### config.mk
export PLATFORM = sky130hd
export DESIGN_NAME = tws_eeprom_slave
export DESIGN_NICKNAME = d
export VERILOG_FILES = /design/src/rtl/tws_pkg.sv /design/src/rtl/tws_sync.sv /design/src/rtl/tws_bus_events.sv /design/src/rtl/tws_xfer_fsm.sv /design/src/rtl/tws_eeprom_slave.sv
export SDC_FILE = /design/constraint.sdc
export NUM_CORES = 1
export LEC_CHECK = 0
export ABC_AREA = 1
export BUFFER_PORTS_ARGS = -buffer_cell sky130_fd_sc_hd__buf_2
export CORE_UTILIZATION = 45
export DETAILED_ROUTE_END_ITERATION = 8
export PLACE_DENSITY = 0.68
export SLEW_MARGIN = 30
export SYNTH_ARGS = -nofsm -noshare
export SYNTH_HDL_FRONTEND = slang
export SYNTH_SLANG_ARGS = --single-unit
export TNS_END_PERCENT = 30
### constraint.sdc
create_clock -name clk -period 3.8 [get_ports clk]
set_input_delay 0.57 -clock clk [delete_from_list [all_inputs] [get_ports clk]]
set_output_delay 0.57 -clock clk [all_outputs]
set_load 0.01 [all_outputs]
### src/rtl/tws_pkg.sv
package tws_pkg;
  localparam logic [3:0] DEV_PREFIX = 4'b1010;

  typedef enum logic [2:0] {
    ST_IDLE,
    ST_DEV,
    ST_WAH,
    ST_WAL,
    ST_WDAT,
    ST_ACK,
    ST_RDAT,
    ST_RACK
  } tws_state_e;
endpackage

### src/rtl/tws_sync.sv
module tws_sync #(
  parameter int W = 2,
  parameter logic [W-1:0] RST_VAL = '1
) (
  input  logic         clk,
  input  logic         rst_n,
  input  logic [W-1:0] d,
  output logic [W-1:0] q
);
  for (genvar g = 0; g < W; g++) begin : g_bit
    logic meta_q, sync_q;
    always_ff @(posedge clk or negedge rst_n) begin
      if (!rst_n) begin
        meta_q <= RST_VAL[g];
        sync_q <= RST_VAL[g];
      end else begin
        meta_q <= d[g];
        sync_q <= meta_q;
      end
    end
    assign q[g] = sync_q;
  end
endmodule

### src/rtl/tws_bus_events.sv
module tws_bus_events (
  input  logic clk,
  input  logic rst_n,
  input  logic scl_s,
  input  logic sda_s,
  output logic scl_rise,
  output logic scl_fall,
  output logic start_evt,
  output logic stop_evt
);
  logic scl_q, sda_q;

  always_ff @(posedge clk or negedge rst_n) begin
    if (!rst_n) begin
      scl_q <= 1'b1;
      sda_q <= 1'b1;
    end else begin
      scl_q <= scl_s;
      sda_q <= sda_s;
    end
  end

  assign scl_rise  = scl_s & ~scl_q;
  assign scl_fall  = ~scl_s & scl_q;
  // SDA edges while SCL stays high are bus conditions, not data.
  assign start_evt = scl_s & scl_q & sda_q & ~sda_s;
  assign stop_evt  = scl_s & scl_q & ~sda_q & sda_s;
endmodule

### src/rtl/tws_xfer_fsm.sv
module tws_xfer_fsm
  import tws_pkg::*;
#(
  parameter int ADDR_W = 13,
  parameter int PAGE_W = 5
) (
  input  logic              clk,
  input  logic              rst_n,
  input  logic [2:0]        dev_sel,
  input  logic              busy,
  input  logic              scl_rise,
  input  logic              scl_fall,
  input  logic              start_evt,
  input  logic              stop_evt,
  input  logic              sda_s,
  input  logic [7:0]        rd_data,
  output logic              sda_pull,
  output logic              wr_stb,
  output logic [ADDR_W-1:0] wr_addr,
  output logic [7:0]        wr_data,
  output logic              wr_commit,
  output logic [ADDR_W-1:0] rd_addr
);
  localparam int HI_W = ADDR_W - 8;

  tws_state_e        state_q, state_n, ret_q, ret_n;
  logic [3:0]        cnt_q, cnt_n;
  logic [7:0]        rx_q, rx_n, tx_q, tx_n, wdata_q, wdata_n;
  logic [ADDR_W-1:0] ptr_q, ptr_n, waddr_q, waddr_n;
  logic [HI_W-1:0]   hi_q, hi_n;
  logic              pend_q, pend_n, mack_q, mack_n;
  logic              pull_q, pull_n, stb_q, stb_n, commit_q, commit_n;

  logic              byte_full, addr_hit;
  logic [PAGE_W-1:0] ofs_next;
  logic [ADDR_W-1:0] page_next;

  assign byte_full = (cnt_q == 4'd8);
  assign addr_hit  = (rx_q[7:1] == {DEV_PREFIX, dev_sel});
  assign ofs_next  = ptr_q[PAGE_W-1:0] + {{(PAGE_W-1){1'b0}}, 1'b1};
  assign page_next = {ptr_q[ADDR_W-1:PAGE_W], ofs_next};

  always_comb begin
    state_n  = state_q;
    ret_n    = ret_q;
    cnt_n    = cnt_q;
    rx_n     = rx_q;
    tx_n     = tx_q;
    ptr_n    = ptr_q;
    hi_n     = hi_q;
    pend_n   = pend_q;
    mack_n   = mack_q;
    pull_n   = pull_q;
    waddr_n  = waddr_q;
    wdata_n  = wdata_q;
    stb_n    = 1'b0;
    commit_n = 1'b0;
    if (start_evt) begin
      state_n = ST_DEV;
      cnt_n   = 4'd0;
      pull_n  = 1'b0;
      pend_n  = 1'b0;
    end else if (stop_evt) begin
      state_n  = ST_IDLE;
      pull_n   = 1'b0;
      commit_n = pend_q;
      pend_n   = 1'b0;
    end else begin
      case (state_q)
        ST_DEV, ST_WAH, ST_WAL, ST_WDAT: begin
          if (scl_rise && !byte_full) begin
            rx_n  = {rx_q[6:0], sda_s};
            cnt_n = cnt_q + 4'd1;
          end else if (scl_fall && byte_full) begin
            state_n = ST_ACK;
            pull_n  = 1'b1;
            cnt_n   = 4'd0;
            case (state_q)
              ST_DEV: begin
                if (addr_hit && !busy) begin
                  ret_n = rx_q[0] ? ST_RDAT : ST_WAH;
                end else begin
                  state_n = ST_IDLE;
                  pull_n  = 1'b0;
                end
              end
              ST_WAH: begin
                hi_n  = rx_q[HI_W-1:0];
                ret_n = ST_WAL;
              end
              ST_WAL: begin
                ptr_n = {hi_q, rx_q};
                ret_n = ST_WDAT;
              end
              default: begin
                stb_n   = 1'b1;
                waddr_n = ptr_q;
                wdata_n = rx_q;
                ptr_n   = page_next;
                pend_n  = 1'b1;
                ret_n   = ST_WDAT;
              end
            endcase
          end
        end
        ST_ACK: begin
          if (scl_fall) begin
            state_n = ret_q;
            cnt_n   = 4'd0;
            pull_n  = 1'b0;
            if (ret_q == ST_RDAT) begin
              tx_n   = rd_data;
              pull_n = ~rd_data[7];
            end
          end
        end
        ST_RDAT: begin
          if (scl_rise && !byte_full) begin
            cnt_n = cnt_q + 4'd1;
          end else if (scl_fall) begin
            if (byte_full) begin
              state_n = ST_RACK;
              pull_n  = 1'b0;
              ptr_n   = ptr_q + ADDR_W'(1);
              mack_n  = 1'b0;
            end else begin
              tx_n   = {tx_q[6:0], 1'b0};
              pull_n = ~tx_q[6];
            end
          end
        end
        ST_RACK: begin
          if (scl_rise) begin
            mack_n = ~sda_s;
          end else if (scl_fall) begin
            if (mack_q) begin
              state_n = ST_RDAT;
              cnt_n   = 4'd0;
              tx_n    = rd_data;
              pull_n  = ~rd_data[7];
            end else begin
              state_n = ST_IDLE;
            end
          end
        end
        default: ;
      endcase
    end
  end

  always_ff @(posedge clk or negedge rst_n) begin
    if (!rst_n) begin
      state_q  <= ST_IDLE;
      ret_q    <= ST_IDLE;
      cnt_q    <= '0;
      rx_q     <= '0;
      tx_q     <= '0;
      ptr_q    <= '0;
      hi_q     <= '0;
      pend_q   <= 1'b0;
      mack_q   <= 1'b0;
      pull_q   <= 1'b0;
      stb_q    <= 1'b0;
      commit_q <= 1'b0;
      waddr_q  <= '0;
      wdata_q  <= '0;
    end else begin
      state_q  <= state_n;
      ret_q    <= ret_n;
      cnt_q    <= cnt_n;
      rx_q     <= rx_n;
      tx_q     <= tx_n;
      ptr_q    <= ptr_n;
      hi_q     <= hi_n;
      pend_q   <= pend_n;
      mack_q   <= mack_n;
      pull_q   <= pull_n;
      stb_q    <= stb_n;
      commit_q <= commit_n;
      waddr_q  <= waddr_n;
      wdata_q  <= wdata_n;
    end
  end

  assign sda_pull  = pull_q;
  assign wr_stb    = stb_q;
  assign wr_addr   = waddr_q;
  assign wr_data   = wdata_q;
  assign wr_commit = commit_q;
  assign rd_addr   = ptr_q;
endmodule

### src/rtl/tws_eeprom_slave.sv
module tws_eeprom_slave #(
  parameter int ADDR_W = 13,
  parameter int PAGE_W = 5
) (
  input  logic              clk,
  input  logic              rst_n,
  input  logic [2:0]        dev_sel_i,
  input  logic              busy_i,
  input  logic              scl_i,
  input  logic              sda_i,
  output logic              sda_pull_o,
  output logic              wr_stb_o,
  output logic [ADDR_W-1:0] wr_addr_o,
  output logic [7:0]        wr_data_o,
  output logic              wr_commit_o,
  output logic [ADDR_W-1:0] rd_addr_o,
  input  logic [7:0]        rd_data_i
);
  logic [1:0] rst_pipe_q;
  logic       rst_sync_n;
  logic [1:0] line_s;
  logic       scl_s, sda_s;
  logic       scl_rise, scl_fall, start_evt, stop_evt;

  always_ff @(posedge clk or negedge rst_n) begin
    if (!rst_n) rst_pipe_q <= 2'b00;
    else        rst_pipe_q <= {rst_pipe_q[0], 1'b1};
  end
  assign rst_sync_n = rst_pipe_q[1];

  tws_sync #(.W(2), .RST_VAL(2'b11)) u_sync (
    .clk   (clk),
    .rst_n (rst_sync_n),
    .d     ({scl_i, sda_i}),
    .q     (line_s)
  );
  assign scl_s = line_s[1];
  assign sda_s = line_s[0];

  tws_bus_events u_evt (
    .clk       (clk),
    .rst_n     (rst_sync_n),
    .scl_s     (scl_s),
    .sda_s     (sda_s),
    .scl_rise  (scl_rise),
    .scl_fall  (scl_fall),
    .start_evt (start_evt),
    .stop_evt  (stop_evt)
  );

  tws_xfer_fsm #(.ADDR_W(ADDR_W), .PAGE_W(PAGE_W)) u_fsm (
    .clk       (clk),
    .rst_n     (rst_sync_n),
    .dev_sel   (dev_sel_i),
    .busy      (busy_i),
    .scl_rise  (scl_rise),
    .scl_fall  (scl_fall),
    .start_evt (start_evt),
    .stop_evt  (stop_evt),
    .sda_s     (sda_s),
    .rd_data   (rd_data_i),
    .sda_pull  (sda_pull_o),
    .wr_stb    (wr_stb_o),
    .wr_addr   (wr_addr_o),
    .wr_data   (wr_data_o),
    .wr_commit (wr_commit_o),
    .rd_addr   (rd_addr_o)
  );
endmodule

==> summary.txt, run 1 <==
Outcome
  • Outcome: finished with violations
  • Violated checks: design-rule violations

Yosys
  • Synth area leader: dfrtp_1
  • Yosys warnings: 0
  • Mapped cell area: 0.00412 sq mm
  • Post-synthesis sequential area ratio: 46.9%
  • Top FF cell, synth: dfrtp_1
  • Async set or reset register ratio after synthesis: 100%
  • Unique masters post-synth: 32
  • Synth area leaders: dfrtp_1 43%, nand2_1 18%, o21ai_0 6.2%, nand3_1 5.1%, inv_1 4.9%
  • Synth Register Bits: 77
  • Most common cell in the netlist: nand2_1
  • Share of the synthesized area in the top cell type: 43.1%
  • Syn_nets: 559
  • Most frequent cells after synthesis: 195 x nand2_1, 71 x dfrtp_1, 54 x inv_1
  • Number of flops mapped to enable cells by yosys: 0
  • Synth Area per Inst: 7.64 sq um
  • Post-Synthesis Cells: 540

Clocking
  • Clk sinks: 77
  • Clock Latency Late Sink: 0.36 ns
  • Clock buffer depth: 2
  • CTS tree: built
  • Clock root cell: clkbuf_8
  • Clk slew on worst S/H paths: 0.09 ns
  • H-tree level count: 3
  • Num CTS Buffers: 9

Setup path
  • R2R Path End: u_fsm.wr_addr[5]
  • CP max-delay cell: nand3_2
  • Critical path arrival: 2.35 ns
  • Reg-to-Reg Start: u_fsm.cnt_q[0]
  • Critical Path Fanout Max: 43
  • CP endpoint kind: flip-flop
  • Critical Path, Cell by Cell: inv_1 > ha_1 > nand3_2 > nor2_4 > nand3_2 > o21ai_0
  • R2r setup slk: 1.71 ns
  • CP peak stage delay: 0.57 ns
  • Critical setup path kind: reg2reg
  • FF-to-FF path depth: 6
  • Most used cell, CP: nand3_2
  • Worst Setup Start Kind: flip-flop
  • Req. time, crit path: 4.06 ns

Run
  • MaxCap Viol Count: 0

Placed design
  • Cells after DPL: 690
  • Dpl ws: 1.70 ns
  • Dpl hpwl: 6740 microns
  • GP Congestion: 0.880
  • IO buf count: 52
  • DP Area: 0.00446 sq mm

Route
  • Routed len/inst: 13.1 microns
  • DR pass1 iterations: 7
  • Antenna viol nets, final: 0
  • DRT iter0 DRCs: 152
  • Vias per cell: 4.98
  • Drt drc: 16
  • Routed vias: 3519
  • WL final: 9280 microns

Power and ir drop
  • Power Total: 2.25 mW
  • Net Sw Power: 0.885 mW
  • Switching Share: 39.3%
  • PD cells: 484 mW/mm^2
  • Maximum vdd drop: 0.271 mV
  • Leak Pwr: 2.52 nW
  • P_int: 1.37 mW
  • Clock Power Share: 26.1%
  • Sequential power share: 46.5%
  • Combinational power share: 27.4%

Floorplan
  • # rows: 34
  • Die area: 0.00955 sq mm
  • I/O pin count: 53
  • Die width: 97.7 microns
  • Core Area: 0.00881 sq mm
  • Chip Height: 97.7 microns
  • Initial core utilization: 46.8%

GRT
  • Gr usage total: 21.3%
  • Grt peak-use layer: met2
  • Gr ovfl total: 0
  • Initial antenna violation count: 0
  • GR Util met1: 26.4%
  • Largest net degree at the start of global routing: 44
  • GR Util met3: 4.51%
  • First-pass GRT wire length: 16200 microns
  • M2 GR Usage: 37.0%
  • Vias in the first global route: 3418

STA
  • RSZ-0062 raised after global routing: no
  • Rel. slew slack: 46.6%
  • Worst hold slack: 0.306 ns
  • F_max: 478 MHz
  • Setup Viol. Count Final: 0
  • Final WS setup: 1.71 ns
  • Final min period: 2.09 ns
  • Final clock skew: 0.0120 ns
  • Fin. max-slew vios: 0
  • Final period utilization: 55.0%
  • Setup TNS: 0 ns
  • Fin. Hold Viols: 0
  • Worst-Margin Slew: 0.800 ns

Hold path
  • WHS Endpoint: u_sync.g_bit[1].meta_q
  • Hold path start: scl_i
  • HP Class: in2reg
  • Hold path depth: 1

Finish
  • Share of cells above drive strength 1: 20.0%
  • N_diodes: 0
  • Fin util: 52.8%
  • Post-route cell area: 0.00465 sq mm
  • Area grow syn2layout: 12.8%
  • NumNets Final: 613
  • Non-Filler Instances: 707
[routing by layer]
| layer | routed length (microns) | part of all wire [%] |
|---|---|---|
| met5 | 0 | 0 |
| met3 | 384 | 4.1 |
| met1 | 4290 | 46 |
| met2 | 4460 | 48 |
| met4 | 140 | 1.5 |
[cells in the final DEF (no fill, tap or decap), types with 9 or more instances in the layout]
| cell | instances |
|---|---|
| dfrtp_1 | 70 |
| buf_2 | 52 |
| inv_2 | 10 |
| nand2_1 | 195 |
| clkbuf_8 | 9 |
| inv_1 | 54 |
| nand3_1 | 42 |
| nor2_1 | 37 |
| o21ai_0 | 51 |
| o21ai_1 | 9 |
[how the worst max path moves through the flow]
stage / start / end / slack [ns]
after global routing: u_fsm.cnt_q[0] / u_fsm.wr_addr[10] / 1.42
after CTS: u_fsm.cnt_q[0] / u_fsm.wr_addr[10] / 1.68
final: u_fsm.cnt_q[0] / u_fsm.wr_addr[5] / 1.71
after global placement: u_fsm.cnt_q[0] / u_fsm.wr_addr[8] / 1.80
after floorplan: rst_pipe_q[1] / u_fsm.cnt_q[0] / 1.51
after detailed placement: u_fsm.cnt_q[0] / u_fsm.wr_addr[10] / 1.70
[critical path: cells and delay by family (launching register included)]
| family | cells | cell delay [ns] |
|---|---|---|
| simple gates | 3 | 0.92 |
| flops | 1 | 0.43 |
| compound gates | 1 | 0.40 |
| fa+ha+maj | 1 | 0.18 |
| buf+inv | 1 | 0.07 |
[power groups by stage]
| stage | Sequential (mW) | Combinational, mW | Clock (mW) |
|---|---|---|---|
| 2_1_floorplan | 1.01 | 0.534 | 0 |
| 3_3_place_gp | 1.06 | 0.605 | 0 |
| 3_5_place_dp | 1.06 | 0.620 | 0 |
| 4_1_cts | 1.05 | 0.623 | 0.604 |
| 5_1_grt | 1.07 | 0.718 | 0.628 |
| 6_report | 1.05 | 0.617 | 0.586 |
[area by class of cell]
type	instances	area (sq um)
timing repair buffer	54	278
sequential	77	1940
tap	108	135
clock buffer	9	124
inverter	66	253
multi-input combinational	386	1870
fill	890	4150
clock inverter	7	58.8
[flip-flops by register name (all words and copies together) (netlist names), 3 cells and up]
| signal | flops |
|---|---|
| u_fsm.rx_q | 8 |
| u_fsm.hi_q | 5 |
| u_fsm.cnt_q | 4 |
| u_fsm.state_q | 3 |
| u_fsm.ret_q | 3 |
| u_fsm.wr_data | 8 |
| u_fsm.rd_addr | 13 |
| u_fsm.tx_q | 7 |
| u_fsm.wr_addr | 13 |
[what timing repair did]
item,in CTS,in global routing
endpoints found under the hold margin,2,0
setup buffers,0,0
gates resized for setup,0,0
hold buffers,1,0
[cells by family (layout without fill, tap and decap cells)]
group	Yosys count	count (layout)	synth area share, %
DFF	77	77	46.9
adders and majority gates	3	3	0.910
xor gates and xnor gates	2	2	0.425
and+or+nand+nor	312	312	35.3
other	1	1	0.0909
AOI/OAI and AO/OA	68	68	8.56
buffers and inverters	77	136	7.80
Power figures use the tool's default switching activity.
==> run 2: changes to the inputs <==
--- a/config.mk
+++ b/config.mk
@@ -9,7 +9,7 @@
 export BUFFER_PORTS_ARGS = -buffer_cell sky130_fd_sc_hd__buf_2
 export CORE_UTILIZATION = 45
 export DETAILED_ROUTE_END_ITERATION = 8
-export PLACE_DENSITY = 0.68
+export PLACE_DENSITY = 0.7
 export SLEW_MARGIN = 30
 export SYNTH_ARGS = -nofsm -noshare
 export SYNTH_HDL_FRONTEND = slang
==> constraint.sdc (replaced) <==
create_clock -name clk -period 1.7 [get_ports clk]
set_input_delay 0.255 -clock clk [delete_from_list [all_inputs] [get_ports clk]]
set_output_delay 0.255 -clock clk [all_outputs]
set_load 0.01 [all_outputs]
==> run 2 against run 1 <==
- the flow still finishes with violations (design-rule violations)
- hold slack lost 0.10 ns
- global-route usage grew 0.69 points
- flip-flop and latch count unchanged
- wire length increased by 6.3%
- fmax is 29% higher
- cell area is 12% higher
- final cell count grew 6.5%
- critical path depth up 5
- utilization increased by 6.3 points
- clock skew hardly changed
- critical path type unchanged
- largest cell class unchanged
==> summary.txt, run 2 (synthesis gave the netlist of run 1 again) <==
Route
  • WL final: 9860 microns (+6.3%)
  • Antenna viol nets, final: 0 (unchanged)
  • DRT iter0 DRCs: 148 (-2.6%)
  • Drt drc: 16 (unchanged)
  • Vias per cell: 4.94 (-0.67%)
  • Routed len/inst: 13.1 microns (-0.18%)
  • Routed vias: 3723 (+5.8%)
  • DR pass1 iterations: 7 (unchanged)

Floorplan
  • Core Area: 0.00881 sq mm (unchanged)
  • Die area: 0.00955 sq mm (unchanged)
  • Die width: 97.7 microns (unchanged)
  • # rows: 34 (unchanged)
  • Initial core utilization: 46.8% (unchanged)
  • I/O pin count: 53 (unchanged)
  • Chip Height: 97.7 microns (unchanged)

GRT
  • Largest net degree at the start of global routing: 76 (+73%)
  • Vias in the first global route: 3480 (+1.8%)
  • First-pass GRT wire length: 16600 microns (+2.6%)
  • Initial antenna violation count: 0 (unchanged)
  • Gr ovfl total: 0 (unchanged)
  • Gr usage total: 22.0% (+0.69 points)

Setup path
  • Critical Path Fanout Max: 10 (-77%)
  • Critical setup path kind: reg2reg
  • R2r setup slk: 0.08 ns (-1.63 ns)
  • CP peak stage delay: 0.57 ns (about the same)
  • CP max-delay cell: dfstp_2
  • Reg-to-Reg Start: u_sync.g_bit[0].sync_q
  • FF-to-FF path depth: 11 (+5)
  • Critical path endpoint: u_fsm.rd_addr[3]
  • Most used cell, CP: nand2_4
  • Critical path arrival: 1.91 ns (-0.44 ns)
  • Worst Setup Start Kind: flip-flop
  • Req. time, crit path: 1.99 ns (-2.07 ns)
  • CP startpoint: u_sync.g_bit[0].sync_q
  • R2R Path End: u_fsm.rd_addr[3]
  • Critical Path, Cell by Cell: nor2_2 > nand2_4 > nand2_4 > buf_12 > nor2_4 > nand2_4 > inv_2 > nand2_1 > inv_4 > nand2_1 > o21ai_2
  • CP endpoint kind: flip-flop

Hold path
  • HP Class: in2async

Finish
  • Area grow syn2layout: 26.3%
  • Post-route cell area: 0.00521 sq mm (+12%)
  • Commonest non-fill, non-tap cell in the layout: nand2_1
  • Share of cells above drive strength 1: 27.4% (+7.4 points)
  • NumNets Final: 659 (+7.5%)
  • Most frequent cells in the layout: 193 x nand2_1, 67 x dfrtp_1, 52 x inv_1, 52 x buf_2, 47 x o21ai_0
  • N_diodes: 0 (unchanged)

Clocking
  • Clock Latency Late Sink: 0.36 ns (about the same)
  • Clock buffer depth: 2 (unchanged)
  • CTS tree: built
  • Clk sinks: 77 (unchanged)
  • H-tree level count: 3 (unchanged)
  • Num CTS Buffers: 9 (unchanged)
  • Clock root cell: clkbuf_8
  • Clk slew on worst S/H paths: 0.08 ns (about the same)

Power and ir drop
  • P_int: 3.96 mW (+190%)
  • Sequential power share: 37.8% (-8.7 points)
  • Clock Power Share: 31.0% (+4.9 points)
  • Power Total: 6.02 mW (+170%)
  • PD cells: 1160 mW/mm^2 (+140%)
  • Combinational power share: 31.2% (+3.8 points)
  • Net Sw Power: 2.06 mW (+130%)
  • Maximum vdd drop: 0.510 mV (+88%)
  • Leak Pwr: 2.80 nW (+11%)
  • Switching Share: 34.2% (-5.1 points)

Placed design
  • GP Congestion: 0.889 (+1.0%)
  • IO buf count: 52 (unchanged)
  • Dpl hpwl: 7120 microns (+5.6%)
  • DP Area: 0.00473 sq mm (+6.2%)

STA
  • Setup Viol. Count Final: 0 (unchanged)
  • RSZ-0062 raised after global routing: yes
  • Final min period: 1.62 ns (-0.471 ns)
  • Final period utilization: 95.3% (+40 points)
  • F_max: 617 MHz (+29%)
  • Fin. max-slew vios: 0 (unchanged)
  • Worst hold slack: 0.203 ns (-0.103 ns)
  • Final clock skew: 0.0123 ns (+0.000259 ns)
  • Fin. Hold Viols: 0 (unchanged)

Run
  • MaxCap Viol Count: 0 (unchanged)

Outcome
  • Outcome: finished with violations
  • Violated checks: design-rule violations
-- run 2: changes by cell type in the layout (fill, tap and decap cells not counted), sizes merged --
cell         delta
clkinv          -2
buf            +44
clkinvlp        -1
bufinv          +4
inv             -1
dlygate4sd3     +2
-- run 2: per-stage QoR --
step | worst slack, ns | TNS [ns] | util, % | std cells
4_1_cts | 0.00703 | 0 | 57.4 | 741
2_1_floorplan | 0.173 | 0 | - | 540
3_5_place_dp | -0.0603 | -0.425 | 53.8 | 720
5_1_grt | -0.0323 | -0.145 | 59.2 | 753
3_3_place_gp | -0.0339 | -0.215 | 53.8 | 720
6_report | 0.0802 | 0 | 59.2 | 753
-- run 2: area by class of cell --
| cell class | count | area, sq um |
|---|---|---|
| Clock buffer | 9 | 124 |
| Clock inverter | 7 | 146 |
| Fill cell | 811 | 3600 |
| Inverter | 66 | 255 |
| Multi-Input combinational cell | 386 | 1920 |
| Sequential cell | 77 | 1940 |
| Tap cell | 108 | 135 |
| Timing Repair Buffer | 100 | 691 |
-- run 2: routing by layer --
layer	GRT usage [%]	up-vias	wire length, microns
met2	37.4	106	4800
met4	5.83	0	106
li1	-	1900	-
met3	4.51	12	538
met5	0	-	0
met1	28.8	1705	4420
-- run 2: how the worst min path moves through the flow --
stage                     start       endpoint  slack, ns
final                     rst_n  rst_pipe_q[0]       0.20
after global routing      rst_n  rst_pipe_q[1]       0.20
after CTS                 rst_n  rst_pipe_q[1]       0.20
after detailed placement  rst_n  rst_pipe_q[0]       0.04
after global placement    rst_n  rst_pipe_q[0]       0.04
after floorplan           rst_n  rst_pipe_q[0]      -0.04
-- run 2: timing repair --
action | 4_1_cts | 5_1_grt
endpoints found under the hold margin | 4 | 0
resized for setup | 2 | 20
hold buffers | 3 | 0
pin swaps | 1 | 11
setup endpoints to repair | 22 | 37
setup buffers | 2 | 12
-- run 2: power groups by stage --
| stage | sequential, mW | clock (mW) | combinational, mW |
|---|---|---|---|
| floorplan | 2.25 | 0 | 1.19 |
| finish | 2.27 | 1.87 | 1.88 |
| global route | 2.31 | 1.99 | 2.13 |
| global placement | 2.30 | 0 | 1.63 |
| CTS | 2.28 | 1.90 | 1.72 |
| detailed placement | 2.31 | 0 | 1.67 |
-- run 2: critical path: cells and delay by family (launching register included) --
| kind | cells | cell delay [ns] |
|---|---|---|
| and+or+nand+nor | 7 | 0.62 |
| buffers and inverters | 3 | 0.30 |
| DFF | 1 | 0.57 |
| AOI/OAI and AO/OA | 1 | 0.06 |
